$ cat src/rtl/pmd_pkg.sv
package pmd_pkg;

  localparam int NPAIRS = 2;
  localparam int LINES  = 2 * NPAIRS;
  localparam int LOC_W  = 7;

  typedef enum logic [1:0] {
    GRAIN_BYTE   = 2'd0,
    GRAIN_NIBBLE = 2'd1,
    GRAIN_BPAIR  = 2'd2,
    GRAIN_ALT    = 2'd3
  } grain_e;

  typedef struct packed {
    logic             pair;
    logic [LOC_W-1:0] loc;
  } pmd_status_t;

endpackage

$ cat src/rtl/pmd_rst_sync.sv
module pmd_rst_sync (
  input  logic clk,
  input  logic rst_n,
  output logic rst_sn
);

  logic [1:0] sync_q;

  always_ff @(posedge clk or negedge rst_n) begin
    if (!rst_n) sync_q <= 2'b00;
    else        sync_q <= {sync_q[0], 1'b1};
  end

  assign rst_sn = sync_q[1];

endmodule

$ cat src/rtl/pmd_frame_timer.sv
module pmd_frame_timer #(
  parameter int SLOT_W = 7
) (
  input  logic              clk,
  input  logic              rst_sn,
  input  logic              fsync,
  input  logic [SLOT_W-1:0] spf,
  output logic [SLOT_W-1:0] cur_slot,
  output logic [2:0]        cur_bit
);

  localparam int EXT_W = SLOT_W + 1;

  logic [SLOT_W-1:0] slot_q, slot_d;
  logic [2:0]        idx_q, idx_d;
  logic [SLOT_W-1:0] pos_slot;
  logic [2:0]        pos_idx;
  logic [EXT_W-1:0]  slot_inc;
  logic              adv_en;

  // Position of the sample taken on this edge
  always_comb begin
    pos_slot = fsync ? '0 : slot_q;
    pos_idx  = fsync ? 3'd0 : idx_q;
  end

  assign cur_slot = pos_slot;
  assign cur_bit  = 3'd7 - pos_idx;   // MSB received first

  // Next-state logic
  always_comb begin
    adv_en   = 1'b1;
    slot_inc = {1'b0, pos_slot} + EXT_W'(1);
    slot_d   = slot_q;
    idx_d    = idx_q;
    if (adv_en) begin
      if (pos_idx == 3'd7) begin
        idx_d  = 3'd0;
        slot_d = (slot_inc >= {1'b0, spf}) ? '0 : slot_inc[SLOT_W-1:0];
      end else begin
        idx_d  = pos_idx + 3'd1;
        slot_d = pos_slot;
      end
    end
  end

  // Registers
  always_ff @(posedge clk or negedge rst_sn) begin
    if (!rst_sn) begin
      slot_q <= '0;
      idx_q  <= 3'd0;
    end else if (adv_en) begin
      slot_q <= slot_d;
      idx_q  <= idx_d;
    end
  end

  AST_FSYNC_RESTART: assert property (@(posedge clk) disable iff (!rst_sn)
    fsync |=> (idx_q == 3'd1 && slot_q == '0));

  AST_SLOT_IN_FRAME: assert property (@(posedge clk) disable iff (!rst_sn)
    (!fsync && $stable(spf) && slot_q < spf && idx_q == 3'd7) |=> (slot_q < spf));

endmodule

$ cat src/rtl/pmd_loc_encoder.sv
module pmd_loc_encoder
  import pmd_pkg::*;
#(
  parameter int SLOT_W = 7
) (
  input  logic [1:0]        mode,
  input  logic [SLOT_W-1:0] spf,
  input  logic [SLOT_W-1:0] slot,
  input  logic [2:0]        bit_num,
  output logic [LOC_W-1:0]  loc
);

  localparam int EXT_W = SLOT_W + 1;

  grain_e            grain;
  logic [EXT_W-1:0]  offset;
  logic [EXT_W-1:0]  shifted;
  logic [LOC_W-1:0]  code;
  logic              low_nib;
  logic [1:0]        pair_sel;

  assign grain = grain_e'(mode);

  always_comb begin
    unique case (grain)
      GRAIN_NIBBLE: offset = EXT_W'(4);
      GRAIN_BPAIR:  offset = EXT_W'(2);
      default:      offset = EXT_W'(8);
    endcase
  end

  // (slot - offset) mod spf, with slot < spf and spf >= offset
  always_comb begin
    if ({1'b0, slot} >= offset) shifted = {1'b0, slot} - offset;
    else                        shifted = {1'b0, slot} + {1'b0, spf} - offset;
    code = LOC_W'(shifted);
  end

  always_comb begin
    low_nib  = (bit_num <= 3'd3);
    pair_sel = 2'd3 - bit_num[2:1];
  end

  always_comb begin
    unique case (grain)
      GRAIN_NIBBLE: loc = {code[LOC_W-2:0], low_nib};
      GRAIN_BPAIR:  loc = {code[LOC_W-3:0], pair_sel};
      default:      loc = code;
    endcase
  end

endmodule

$ cat src/rtl/pmd_irq_status.sv
module pmd_irq_status
  import pmd_pkg::*;
(
  input  logic              clk,
  input  logic              rst_sn,
  input  logic [NPAIRS-1:0] mism,
  input  logic [LOC_W-1:0]  loc,
  input  logic              rd_stb,
  output logic              irq,
  output pmd_status_t       status
);

  logic        irq_q, irq_d;
  pmd_status_t stat_q, stat_d;
  logic        capture;

  // Next-state logic
  always_comb begin
    capture = !irq_q && (|mism);
    irq_d   = irq_q;
    stat_d  = stat_q;
    if (capture) begin
      irq_d       = 1'b1;
      stat_d.pair = !mism[0];   // pair 0 wins a tie
      stat_d.loc  = loc;
    end else if (irq_q && rd_stb) begin
      irq_d = 1'b0;
    end
  end

  always_ff @(posedge clk or negedge rst_sn) begin
    if (!rst_sn) irq_q <= 1'b0;
    else         irq_q <= irq_d;
  end

  // Status has no reset value; written only on capture
  always_ff @(posedge clk) begin
    if (capture) stat_q <= stat_d;
  end

  assign irq    = irq_q;
  assign status = stat_q;

  AST_IRQ_RAISE: assert property (@(posedge clk) disable iff (!rst_sn)
    (!irq_q && (|mism)) |=> irq_q);

  AST_IRQ_HOLD: assert property (@(posedge clk) disable iff (!rst_sn)
    (irq_q && !rd_stb) |=> irq_q);

  AST_IRQ_CLEAR: assert property (@(posedge clk) disable iff (!rst_sn)
    (irq_q && rd_stb) |=> !irq_q);

  AST_KEEP_FIRST: assert property (@(posedge clk) disable iff (!rst_sn)
    irq_q |=> $stable(stat_q));

  AST_PAIR0_PRIO: assert property (@(posedge clk) disable iff (!rst_sn)
    (!irq_q && mism[0]) |=> !stat_q.pair);

  AST_PAIR1_FLAG: assert property (@(posedge clk) disable iff (!rst_sn)
    (!irq_q && mism == 2'b10) |=> stat_q.pair);

endmodule

$ cat src/rtl/pcm_pair_mismatch.sv
module pcm_pair_mismatch
  import pmd_pkg::*;
#(
  parameter int SLOT_W = 7
) (
  input  logic              clk,
  input  logic              rst_n,
  input  logic              fsync,
  input  logic [3:0]        rxd,
  input  logic [1:0]        cmp_en,
  input  logic [1:0]        mode,
  input  logic [SLOT_W-1:0] slots_per_frame,
  input  logic              rd_stb,
  output logic              irq,
  output logic [7:0]        status
);

  logic              rst_sn;
  logic [SLOT_W-1:0] cur_slot;
  logic [2:0]        cur_bit;
  logic [LOC_W-1:0]  loc;
  logic [NPAIRS-1:0] mism;
  pmd_status_t       stat;

  pmd_rst_sync u_rst (
    .clk    (clk),
    .rst_n  (rst_n),
    .rst_sn (rst_sn)
  );

  pmd_frame_timer #(.SLOT_W(SLOT_W)) u_timer (
    .clk      (clk),
    .rst_sn   (rst_sn),
    .fsync    (fsync),
    .spf      (slots_per_frame),
    .cur_slot (cur_slot),
    .cur_bit  (cur_bit)
  );

  genvar p;
  generate
    for (p = 0; p < NPAIRS; p++) begin : g_pair
      assign mism[p] = cmp_en[p] & (rxd[2*p] ^ rxd[2*p+1]);
    end
  endgenerate

  pmd_loc_encoder #(.SLOT_W(SLOT_W)) u_enc (
    .mode    (mode),
    .spf     (slots_per_frame),
    .slot    (cur_slot),
    .bit_num (cur_bit),
    .loc     (loc)
  );

  pmd_irq_status u_stat (
    .clk    (clk),
    .rst_sn (rst_sn),
    .mism   (mism),
    .loc    (loc),
    .rd_stb (rd_stb),
    .irq    (irq),
    .status (stat)
  );

  assign status = stat;

  AST_DISABLED_QUIET: assert property (@(posedge clk) disable iff (!rst_sn)
    (!irq && cmp_en == 2'b00) |=> !irq);

endmodule

$ cat config.mk
export PLATFORM = sky130hd
export DESIGN_NAME = pcm_pair_mismatch
export DESIGN_NICKNAME = d
export VERILOG_FILES = /design/src/rtl/pmd_pkg.sv /design/src/rtl/pmd_rst_sync.sv /design/src/rtl/pmd_frame_timer.sv /design/src/rtl/pmd_loc_encoder.sv /design/src/rtl/pmd_irq_status.sv /design/src/rtl/pcm_pair_mismatch.sv
export SDC_FILE = /design/constraint.sdc
export NUM_CORES = 1
export LEC_CHECK = 0
export ABC_CLOCK_PERIOD_IN_PS = 800
export BUFFER_PORTS_ARGS = -buffer_cell sky130_fd_sc_hd__clkbuf_2
export CAP_MARGIN = 30
export CORE_UTILIZATION = 58
export CTS_CLUSTER_DIAMETER = 30
export DETAILED_ROUTE_END_ITERATION = 6
export GPL_TIMING_DRIVEN = 0
export HOLD_SLACK_MARGIN = 0.02
export PLACE_DENSITY = 0.83
export SYNTH_ARGS = -nofsm -noshare
export SYNTH_HDL_FRONTEND = slang
export SYNTH_HIERARCHICAL = 1
export SYNTH_SLANG_ARGS = --single-unit
$ cat constraint.sdc
create_clock -name clk -period 0.8 [get_ports clk]
set_input_delay 0.04 -clock clk [delete_from_list [all_inputs] [get_ports clk]]
set_output_delay 0.04 -clock clk [all_outputs]
set_load 0.03 [all_outputs]
==> run metrics, run 1 <==
status=aborted with a tool error; Exit stage=global routing (5_1_grt); Error=[ERROR GRT-0232] Routing congestion too high. Check the congestion heatmap in the GUI.; combinational family with the most area after synthesis=adder cells; worst_ep grt=u_stat/status[6]$_DFFE_PP_/D; number of synthesis warnings=6; Mapped Nets=approximately 260; Synth Cell Area=1979 sq um; placed instance count=between 200 and 300; mux contribution to synthesized area=roughly 2.3%; clk sinks=21; initial core utilization=62.78%; H-Tree Depth=1; Seq/Total Area, Yosys=about 29%; post-synthesis simple-gate area fraction=17.19%; area share of xor/xnor cells in the synthesized design=about 8.3%; root buf cell=clkbuf_4; Post-Place Cell Area=2333 sq um; row count=20; DP Wirelength=roughly 3200 um; Die Y=just over 60 um; Cells after Synth=around 220; average size of a mapped cell=9.122 sq um; Clock Path Buffers=2; TritonCTS buffer count=3; Compound-Gate Fraction of Synth Area=between 10% and 20%; GPL Wtd Cong=between 0.9 and 1; IO Pins=28; Yosys cell types=52; asr flop ratio synth=between 60% and 70%; number of flops mapped to enable cells by yosys=8; Total GRT Usage=77.36%; Top FF cell, synth=dfrtp_1; FF+latch count, synth=21; Die Span X=slightly above 60 um; worst endpoint type=register data pin; Congestion Overflow GR=between 100 and 150; I/O Buffers=27; pin count of the biggest net entering global routing=14; Synth Area in Adders=between 15 and 20%
-- cells by family after synthesis --
| logic type | after synthesis |
|---|---|
| other | 1 |
| buffers and inverters | 44 |
| flip-flops | 21 |
| AO/OA/AOI/OAI | 43 |
| AND/OR/NAND/NOR | 59 |
| XOR/XNOR | 18 |
| adder cells (fa/ha/maj) | 27 |
| multiplexers | 4 |
-- layer usage --
layer  GRT usage (%)  overflow
met1           72.24         0
met2           104.1        75
met3           46.91         0
met4           98.38        45
met5               0         0
-- cell usage after synthesis, types with 2 or more instances --
cell type   n  area [sq um]
edfxtp_1    8         240.2
a21oi_1     8         40.04
o21ai_0     6         30.03
nor3_1      3         15.01
nand3_1     3         15.01
nor2_1     15         56.30
nand4_1     3         18.77
dfrtp_1    13         325.3
fa_1        3         60.06
o21ai_1     3         15.01
buf_6       2         22.52
o41ai_1     2         17.52
inv_1      40         150.1
and2_1      3         18.77
a211oi_1    2         15.01
nor3_4      2         32.53
nor2_2      2         12.51
a31oi_1     2         12.51
nand2_1     8         30.03
nand2b_1    9         56.30
xnor2_1    12         105.1
a21o_1      2         15.01
mux2i_1     3         30.03
xor2_1      5         43.79
a221oi_1    3         26.28
nor2b_1     5         31.28
o2bb2ai_1   2         17.52
ha_1       24         300.3
-- repair_timing --
item                       CTS
pin swaps                   29
setup endpoints to repair   33
gates resized for setup     43
hold buffers                 2
buffers inserted            31
hold endpoints to repair     3
-- stage by stage --
step,util (%),hold WS (ns),setup TNS [ns],setup WS [ns]
floorplan,-,-0.2556,-21.00,-1.671
global placement,74.01,-0.1725,-26.65,-1.888
CTS,88.93,0.02051,-24.53,-1.799
detailed placement,74.01,-0.1715,-26.87,-1.893
==> run 2: changes to the inputs <==
- CORE_UTILIZATION: 58 -> 40
- CTS_CLUSTER_DIAMETER: 30 -> default
- HOLD_SLACK_MARGIN: 0.02 -> default
- PLACE_DENSITY: 0.83 -> default
- PLACE_DENSITY_LB_ADDON: default -> 0.15
==> run 2 against run 1 <==
Compared with the run above:
- synthesized cell count unchanged
- area after synthesis unchanged
- the flow now finishes, with violations (setup timing)
==> run metrics, run 2 <==
Congestion Overflow GR=0; Post-synth top cells=inv_1, ha_1, nor2_1, dfrtp_1, xnor2_1; fin crit share=322.4%; pin count of the biggest net entering global routing=12; max_slew headroom=~67%; H-Tree Depth=1 (unchanged); Final ANT Viol Nets=0; number of flops mapped to enable cells by yosys=8 (unchanged); Seq/Total Area, Yosys=28.57% (unchanged); Final Hold Vio Count=0; Slowest-stage cell, CP=fa_1; FMAX=387.7 MHz; commonest non-fill, non-tap cell in the layout=inv_1; Setup WS pre-CTS=-1.948 ns (-0.05513 ns); Worst Tran Pin Value=about 0.50 ns; average size of a mapped cell=9.122 sq um (unchanged); reg-to-reg slack, setup=-1.78 ns; Yosys top cell area share=16.43% (unchanged); antenna violations before repair=0; root buf cell=clkbuf_8; CP Capture Type=flop; Worst Reg-to-Reg Cells=12; Multi-input gate area=between 1500 and 2000 sq um; Reg power frac=between 30% and 40%; asr flop ratio synth=61.90% (unchanged); Diodes inserted=0; Die Area=approximately 5200 sq um; Leak=approximately 1.4 nW; Total GRT Usage=between 10% and 20%; Vias/cell=between 4 and 5; Worst Setup Start Kind=flop; R2R Path End=u_stat/status[3]; CP Class=reg -> reg; Final TNS setup=-24.31 ns; sw power=~1.2 mW; cell-internal power=approximately 2.4 mW; core area=between 4000 and 5000 sq um; Gate power share=around 44%; initial core utilization=41.63% (-21 points); M3 GR Usage=approximately 3.6%; Mapped Nets=263 (unchanged); Max Cap Viol=0; row count=25 (+25%); placed instance count=311 (+8.0%); Final Max Slew Viols=0; area delta synth->final=51.45%; DP Wirelength=3166 um (about the same); Final #Nets=about 330; TritonCTS buffer count=3 (unchanged); IO Pins=28 (unchanged); Yosys cell types=52 (unchanged); GPL Wtd Cong=0.8115 (-11%); WL/cell=13.54 um; DRT Pass-1 Iters=4; Via Count=approximately 1700; Cell Count, Final, Fillers Out=~350; Clk network pwr share=19.4%; Largest stage delay, worst path=between 0.5 and 0.6 ns; worst hold path type=in -> async; RSZ-0062 raised after global routing=yes; Worst Setup EP=u_stat/status[3]; CP required=around 0.82 ns; GR Util met2=32.92%; Final WS setup=-1.779 ns; Fill cells=slightly below 400; DRT iter0 DRCs=50; CTS tree=built; Final Skew=0.001806 ns; Arr. time, crit path=roughly 2.6 ns; Synth Cell Area=1979 sq um (unchanged); Clock Path Buffers=2 (unchanged); Die Y=72.35 um (+20%); status=finished, violations left; Cells after Synth=217 (unchanged); # DRC=0; I/O Buffers=27 (unchanged); FF+latch count, synth=21 (unchanged); worst path cell trace=nand2b_4 > inv_4 > inv_2 > fa_1 > inv_2 > ha_4 > buf_4 > buf_6 > xnor2_2 > mux2_4 > a221oi_2 > nor2_1; clk_lat worst skew=0.26 ns; vias in the first global route=1611; most frequent cells in the layout=inv_1, buf_4, clkbuf_2; final core occ=63.05%; power density over the cells=~1200 nW/um^2; largest cells by area after synthesis=dfrtp_1, ha_1, edfxtp_1; CP startpoint=u_timer/slot_q[2]; final setup fails=34; clk sinks=21 (unchanged); Top FF cell, synth=dfrtp_1; CTS clock-pin slew for the worst setup and hold paths=0.08 ns; Die Span X=72.35 um (+20%); worst vdd rail ir drop=approximately 0.00091 V; Switching Fraction=between 30% and 40%; failing checks=setup timing; count leader, synth=inv_1; routing usage on met1=between 20% and 30%; Synth area leader=dfrtp_1; register area=~570 sq um; most used cell, CP=inv_2; final WL=roughly 4700 um; share of cells above drive strength 1=a little under half; first-pass GRT wire length=around 7500 um; GRT Max-Usage Layer=met2; min cycle time layout=between 2 and 3 ns; Critical Path Fanout Max=3; number of synthesis warnings=6 (unchanged); worst reg2reg path startpoint=u_timer/slot_q[2]; Largest register FFs=8
run 2: cell counts after synthesis:
No cell type changed its count.
run 2: what timing repair did:
action	CTS	global route
hold buffers	2	0
pin swaps	27	22
resized for setup	42	30
setup buffers	19	11
setup endpoints to repair	33	34
gates cloned	0	0
endpoints found under the hold margin	3	0
run 2: routing by layer:
metal,part of all wire (%),routed length (um),vias up
met5,0,0,-
met4,0.79,37,0
met3,2.5,119,4
met2,52,2433,21
met1,45,2108,804
li1,-,-,865
run 2: area by class of cell:
cell class / count / area share [%]
Buffer: 4 / 1.085
Inverter: 40 / 5.634
Tap cell: 67 / 2.796
Timing Repair Buffer: 59 / 16.40
Sequential cell: 21 / 18.91
Clock buffer: 4 / 1.503
Multi-Input combinational cell: 152 / 53.67
run 2: power by group through the flow:
stage	Sequential, mW	Clock (mW)	Combinational [mW]
3_5_place_dp	1.32	0	1.21
6_report	1.31	0.694	1.58
3_3_place_gp	1.31	0	1.20
2_1_floorplan	1.44	0	0.805
5_1_grt	1.32	0.777	1.73
4_1_cts	1.29	0.716	1.44
run 2: cells by family (layout without fill, tap and decap cells):
family	count (synthesis)	count (layout)	synth area share [%]
adders and majority gates	27	27	18.21
muxes	4	4	2.275
and+or+nand+nor	59	59	17.19
DFF	21	21	28.57
xor gates and xnor gates	18	18	8.344
buffers and inverters	44	107	9.165
AOI/OAI and AO/OA	43	43	16.06
other	1	1	0.1895
run 2: worst min path at each step:
stage	startpoint	end	slack (ns)	cells past startpoint
5_1_grt	rst_n	u_rst/sync_q[0]	0.09	2
6_report	rst_n	u_rst/sync_q[0]	0.09	2
4_1_cts	rst_n	u_rst/sync_q[0]	0.08	2
3_5_place_dp	rst_n	u_rst/sync_q[0]	-0.17	1
3_3_place_gp	rst_n	u_rst/sync_q[0]	-0.17	1
2_1_floorplan	rst_n	u_rst/sync_q[0]	-0.26	0
run 2: per-stage QoR:
stage,power (mW),hold slack [ns],area (sq um)
finish,3.578,0.08866,2998
global route,3.827,0.09247,2998
CTS,3.447,0.08242,2776
detailed placement,2.524,-0.1722,2362
global placement,2.518,-0.1730,2362
floorplan,2.249,-0.2556,2143
run 2: critical path, delay by kind of cell, from the launching register on:
kind	cells	cell delay [ns]
compound gates	1	0.26
xor+xnor	1	0.13
fa+ha+maj	2	0.75
buf+inv	5	0.38
flops	1	0.40
mux	1	0.28
simple gates	2	0.14
Note: power is estimated with default switching activity, not from simulation.
